--- config.mk ---
export PLATFORM = sky130hd
export DESIGN_NAME = scaler_shadow_regs
export DESIGN_NICKNAME = d
export VERILOG_FILES = /design/src/rtl/scaler_regs_pkg.sv /design/src/rtl/scaler_regs_ctrl.sv /design/src/rtl/scaler_regs_datapath.sv /design/src/rtl/scaler_shadow_regs.sv
export SDC_FILE = /design/constraint.sdc
export NUM_CORES = 1
export LEC_CHECK = 0
export ABC_AREA = 1
export BUFFER_PORTS_ARGS = -buffer_cell sky130_fd_sc_hd__buf_2
export CORE_MARGIN = 2
export CORE_UTILIZATION = 59
export DETAILED_ROUTE_END_ITERATION = 10
export GPL_TIMING_DRIVEN = 0
export PLACE_DENSITY_LB_ADDON = 0.05
export SLEW_MARGIN = 10
export SYNTH_ARGS = -nofsm -noshare
export SYNTH_HDL_FRONTEND = slang
export SYNTH_SLANG_ARGS = --single-unit
--- constraint.sdc ---
create_clock -name clk -period 4.28 [get_ports clk]
set_clock_uncertainty 0.05 [all_clocks]
set_input_delay 0.642 -clock clk [delete_from_list [all_inputs] [get_ports clk]]
set_output_delay 0.642 -clock clk [all_outputs]
set_load 0.02 [all_outputs]
--- src/rtl/scaler_regs_pkg.sv ---
package scaler_regs_pkg;
  localparam int DATA_W    = 12;
  localparam int ADDR_W    = 8;
  localparam int NUM_PARAM = 5;
  localparam logic [ADDR_W-1:0] MODE_ADDR = 8'h40;

  // parameter slot indices, slot i sits at MODE_ADDR + 1 + i
  localparam int IDX_PIP  = 0;
  localparam int IDX_LEN  = 1;
  localparam int IDX_COMP = 2;
  localparam int IDX_EXP  = 3;
  localparam int IDX_NL   = 4;

  localparam logic [DATA_W-1:0] LEN_DEFAULT  = 12'd1080;
  localparam logic [DATA_W-1:0] COMP_MIN     = 12'd1024;
  localparam logic [DATA_W-1:0] COMP_MAX     = 12'd4095;
  localparam logic [DATA_W-1:0] EXP_MIN      = 12'd256;
  localparam logic [DATA_W-1:0] EXP_MAX      = 12'd1024;
  localparam logic [DATA_W-1:0] PIP_MASK     = 12'h03F;

  typedef struct packed {
    logic                 modeWr;
    logic [NUM_PARAM-1:0] paramWr;
  } strobe_t;

  typedef struct packed {
    logic       chromaSigned;
    logic       lumaCvbs;
    logic       bypass;
    logic       colour411;
    logic [1:0] scaleMode;
  } mode_t;

  function automatic logic [DATA_W-1:0] paramDefault(input int idx);
    case (idx)
      IDX_LEN:  return LEN_DEFAULT;
      IDX_COMP: return COMP_MIN;
      IDX_EXP:  return EXP_MAX;
      default:  return '0;
    endcase
  endfunction

  function automatic logic [DATA_W-1:0] paramLow(input int idx);
    case (idx)
      IDX_COMP: return COMP_MIN;
      IDX_EXP:  return EXP_MIN;
      default:  return '0;
    endcase
  endfunction

  function automatic logic [DATA_W-1:0] paramHigh(input int idx);
    case (idx)
      IDX_COMP: return COMP_MAX;
      IDX_EXP:  return EXP_MAX;
      default:  return '1;
    endcase
  endfunction

  function automatic logic [DATA_W-1:0] paramMask(input int idx);
    return (idx == IDX_PIP) ? PIP_MASK : '1;
  endfunction
endpackage

--- src/rtl/scaler_regs_ctrl.sv ---
module scaler_regs_ctrl
  import scaler_regs_pkg::*;
(
  input  logic              clk,
  input  logic              rstN,
  input  logic              wrEn,
  input  logic [ADDR_W-1:0] addr,
  output strobe_t           strobe,
  output logic              commitPulse,
  output logic              updateDone
);
  strobe_t strobeNext;

  always_comb begin
    strobeNext.modeWr = wrEn && (addr == MODE_ADDR);
  end

  for (genvar i = 0; i < NUM_PARAM; i++) begin : g_dec
    localparam logic [ADDR_W-1:0] SLOT_ADDR = MODE_ADDR + ADDR_W'(i + 1);
    always_comb strobeNext.paramWr[i] = wrEn && (addr == SLOT_ADDR);
  end

  assign strobe = strobeNext;

  always_ff @(posedge clk) begin
    if (!rstN) begin
      commitPulse <= 1'b0;
      updateDone  <= 1'b0;
    end else begin
      commitPulse <= strobeNext.modeWr;
      if (strobeNext.modeWr)
        updateDone <= 1'b1;
      else if (|strobeNext.paramWr)
        updateDone <= 1'b0;
    end
  end
endmodule

--- src/rtl/scaler_regs_datapath.sv ---
module scaler_regs_datapath
  import scaler_regs_pkg::*;
(
  input  logic                                clk,
  input  logic                                rstN,
  input  strobe_t                             strobe,
  input  logic [DATA_W-1:0]                   wrData,
  input  logic [ADDR_W-1:0]                   rdAddr,
  input  logic                                updateDone,
  output mode_t                               modeAct,
  output logic [NUM_PARAM-1:0][DATA_W-1:0]    paramAct,
  output logic [DATA_W-1:0]                   rdData
);
  logic [NUM_PARAM-1:0][DATA_W-1:0] paramStage;
  mode_t                            modeNext;

  always_comb begin
    modeNext.scaleMode    = wrData[1:0];
    modeNext.colour411    = wrData[3];
    modeNext.bypass       = wrData[4];
    modeNext.lumaCvbs     = wrData[6];
    modeNext.chromaSigned = wrData[7];
  end

  always_ff @(posedge clk) begin
    if (!rstN)              modeAct <= '0;
    else if (strobe.modeWr) modeAct <= modeNext;
  end

  for (genvar i = 0; i < NUM_PARAM; i++) begin : g_slot
    localparam logic [DATA_W-1:0] DEF  = paramDefault(i);
    localparam logic [DATA_W-1:0] LOW  = paramLow(i);
    localparam logic [DATA_W-1:0] HIGH = paramHigh(i);
    localparam logic [DATA_W-1:0] MSK  = paramMask(i);
    logic [DATA_W-1:0] fitted;

    always_comb begin
      if (wrData < LOW)       fitted = LOW;
      else if (wrData > HIGH) fitted = HIGH;
      else                    fitted = wrData & MSK;
    end

    always_ff @(posedge clk) begin
      if (!rstN) begin
        paramStage[i] <= DEF;
        paramAct[i]   <= DEF;
      end else begin
        if (strobe.paramWr[i]) paramStage[i] <= fitted;
        if (strobe.modeWr)     paramAct[i]   <= paramStage[i];
      end
    end
  end

  always_comb begin
    rdData = '0;
    if (rdAddr == MODE_ADDR) begin
      rdData = {updateDone, 3'b000, modeAct.chromaSigned, modeAct.lumaCvbs, 1'b0,
                modeAct.bypass, modeAct.colour411, 1'b0, modeAct.scaleMode};
    end else begin
      for (int i = 0; i < NUM_PARAM; i++)
        if (rdAddr == MODE_ADDR + ADDR_W'(i + 1)) rdData = paramStage[i];
    end
  end
endmodule

--- src/rtl/scaler_shadow_regs.sv ---
module scaler_shadow_regs
  import scaler_regs_pkg::*;
(
  input  logic        clk,
  input  logic        rstN,
  input  logic        busWrEn,
  input  logic [7:0]  busAddr,
  input  logic [11:0] busWrData,
  output logic [11:0] busRdData,
  output logic [1:0]  scaleMode,
  output logic        colour411,
  output logic        scalerBypass,
  output logic        lumaCvbs,
  output logic        chromaSigned,
  output logic [1:0]  pipDownsamp,
  output logic [1:0]  pipCompress,
  output logic        pipFilterEn,
  output logic        pipInterlaceOfs,
  output logic [11:0] lineLen,
  output logic [11:0] compCoef,
  output logic [11:0] expCoef,
  output logic [11:0] nonlinCoef,
  output logic        commitPulse,
  output logic        updateDone
);
  strobe_t                          strobe;
  mode_t                            modeAct;
  logic [NUM_PARAM-1:0][DATA_W-1:0] paramAct;

  scaler_regs_ctrl u_ctrl (
    .clk(clk), .rstN(rstN), .wrEn(busWrEn), .addr(busAddr),
    .strobe(strobe), .commitPulse(commitPulse), .updateDone(updateDone)
  );

  scaler_regs_datapath u_dp (
    .clk(clk), .rstN(rstN), .strobe(strobe), .wrData(busWrData),
    .rdAddr(busAddr), .updateDone(updateDone), .modeAct(modeAct),
    .paramAct(paramAct), .rdData(busRdData)
  );

  assign scaleMode       = modeAct.scaleMode;
  assign colour411       = modeAct.colour411;
  assign scalerBypass    = modeAct.bypass;
  assign lumaCvbs        = modeAct.lumaCvbs;
  assign chromaSigned    = modeAct.chromaSigned;
  assign pipDownsamp     = paramAct[IDX_PIP][1:0];
  assign pipCompress     = paramAct[IDX_PIP][3:2];
  assign pipFilterEn     = paramAct[IDX_PIP][4];
  assign pipInterlaceOfs = paramAct[IDX_PIP][5];
  assign lineLen         = paramAct[IDX_LEN];
  assign compCoef        = paramAct[IDX_COMP];
  assign expCoef         = paramAct[IDX_EXP];
  assign nonlinCoef      = paramAct[IDX_NL];
endmodule

==> reports/results.tsv <==
metric	value	unit
syn2layout_area_growth	26.57	%
place_ws	1397	ps
leakagePower	0.003060	uW
critPathMaxFanout	10	
ys_ff_latch	117	
max_slew_margin	0.6410	
antenna_found_initial	0	
cts-root-buf	clkbuf_8	
syn-num-nets	689	
avgSynthCellArea	7.297	um^2
dr.pass1.iters	5	
avgViaCountPerCell	5.632	
cts_tree	built	
globalplace.congestion	0.9087	
die-width	94.76	um
outcome	complete, no violations	
drcViolationCount	0	
peakVddDrop	357.6	uV
overflow	0	
finalCritPeriodShare	0.6941	
rsz0062_at_grt	false	
grt_pass1_vias	4741	
yosys_warnings	0	
finalSetupTns	0	ps
post-route-min-period	2971	ps
cts_buffer_depth	2	
post-cts-setup-buffers	0	
antennaDiodeCount	0	
cts.sink_count	117	
io_buffers	96	
initial_utilization	0.6005	
syn_inst	666	
num-fill-cells	622	
num_rows	33	
via_count	5063	
final_common_cell	nor2_1	
slew_violations	0	
nets	804	
htreeDepth	4	
crit_required	3590	ps
critPathKind	primary input to output port	
dieArea	8979	um^2
final_hold_viol_count	0	
cts_buffers	17	
final_antenna_net_count	0	
place_hpwl	11050	um
drv_cap	0	
crit_arrival	2280	ps
power_density	456.4	nW/um^2
core	8093	um^2
drt-total-wl	15740	um
hp-class	primary input to flip-flop	
final_cell_area	6151	um^2
netlist_area	4860	um^2
end_kind	output port	
drt_iter0_markers	361	
cp-start-kind	primary input	
insertion_delay	520	ps
ys_seq_area_frac	0.4820	
fmax	336.6	MHz
synth.distinct_cells	25	
drive_gt1_frac	0.2217	
tightest_slew	538.5	ps
die_y	94.76	um
setup_viol	0	
grt_pass1_wl	24720	um
power	2807	uW
clk_pin_slew_worst_paths	50	ps
pin_count	97	
grt_max_degree	17	
wire_per_inst	17.51	um
track_usage	0.3706	
placed_area	5472	um^2
cts_resized	0	
layout_common_cells	nor2_1 (139), dfxtp_1 (117), buf_2 (113), nand2_1 (110), o21ai_0 (69)	
ctsHoldBuffers	0	
setup_ws	1309	ps
[cell type report]
cell class	count	area, um^2	share of cell area
buffer	35	178.9	0.02909
tap	105	131.4	0.02136
sequential	117	2342	0.3808
timing repair buffer	96	480.5	0.07811
multi-input combinational	466	2158	0.3509
clock buffer	20	455.4	0.07404
inverter	48	180.2	0.02929
clock inverter	12	224.0	0.03641
[power by group]
part | total [uW] | switching, uW | internal (uW)
Sequential | 1090 | 1.30 | 1090
Clock | 1620 | 512 | 1110
Combinational | 92.8 | 69.9 | 22.9
Total | 2810 | 583 | 2220
[final timing paths]
kind	startpoint	end	slack, ps	depth (start not counted)
max	busAddr[4]	busRdData[7]	1310	10
min	busWrData[11]	u_dp.paramStage[59]$_SDFFE_PN0P_	390	3
max reg2reg	u_dp.paramStage[44]$_SDFFE_PN0P_	u_dp.paramStage[44]$_SDFFE_PN0P_	3500	2
min reg2reg	u_dp.paramAct[16]$_SDFFE_PN1P_	u_dp.paramAct[16]$_SDFFE_PN1P_	410	2
[cell usage after synthesis]
cell / n / share of area
nand3b_4: 2 / 0.0082
dfxtp_1: 117 / 0.48
inv_1: 40 / 0.031
inv_2: 7 / 0.0054
clkinv_1: 1 / 0.00077
nor2_4: 4 / 0.0093
clkbuf_1: 13 / 0.010
nor2_1: 139 / 0.11
buf_4: 3 / 0.0046
buf_2: 17 / 0.018
o21ai_0: 69 / 0.071
nand3_4: 1 / 0.0036
o211ai_1: 1 / 0.0015
nand4_1: 7 / 0.0090
nand2_1: 110 / 0.085
nand3_2: 2 / 0.0041
nand2_2: 5 / 0.0064
a21oi_1: 48 / 0.049
buf_6: 2 / 0.0046
nand3_1: 61 / 0.063
or2_0: 1 / 0.0013
o21ai_1: 9 / 0.0093
nor2_8: 2 / 0.0082
o2111ai_1: 2 / 0.0036
or2_2: 3 / 0.0039
[layer usage]
| metal | routed length (um) | track usage | vias to the layer above |
|---|---|---|---|
| met5 | 0 | 0 | - |
| met4 | 800 | 0.2162 | 0 |
| met3 | 1134 | 0.06624 | 59 |
| met2 | 7331 | 0.5934 | 237 |
| met1 | 6477 | 0.4679 | 2371 |
| li1 | - | - | 2396 |
[metrics by stage]
step                      utilization  hold WS [ps]  cells
after global placement         0.6761         383.1    867
after global routing           0.7600         390.8    899
after floorplan                     -         382.5    666
after detailed placement       0.6761         395.8    867
final                          0.7600         391.1    899
after CTS                      0.7600         386.5    899
[critical path, cell delays in order]
cell and delay, ps:
buf_2 100, inv_1 50, nand2_1 120, nor2_8 200
buf_4 230, nand2_1 170, o21ai_0 330, nor2_1 150
nand4_1 120, buf_2 170
[sequential cells by signal (all words and copies together), names as in the netlist]
| name | count |
|---|---|
| u_dp.modeAct | 6 |
| u_ctrl.updateDone | 1 |
| u_dp.paramAct | 54 |
| u_dp.paramStage | 55 |
| u_ctrl.commitPulse | 1 |
[cell families (layout without fill, tap and decap cells)]
| logic type | Yosys count | after routing | synth area share |
|---|---|---|---|
| buffers and inverters | 83 | 211 | 0.07389 |
| DFF | 117 | 117 | 0.4820 |
| AOI/OAI and AO/OA | 129 | 129 | 0.1349 |
| and+or+nand+nor | 337 | 337 | 0.3092 |
Power figures use the tool's default switching activity.
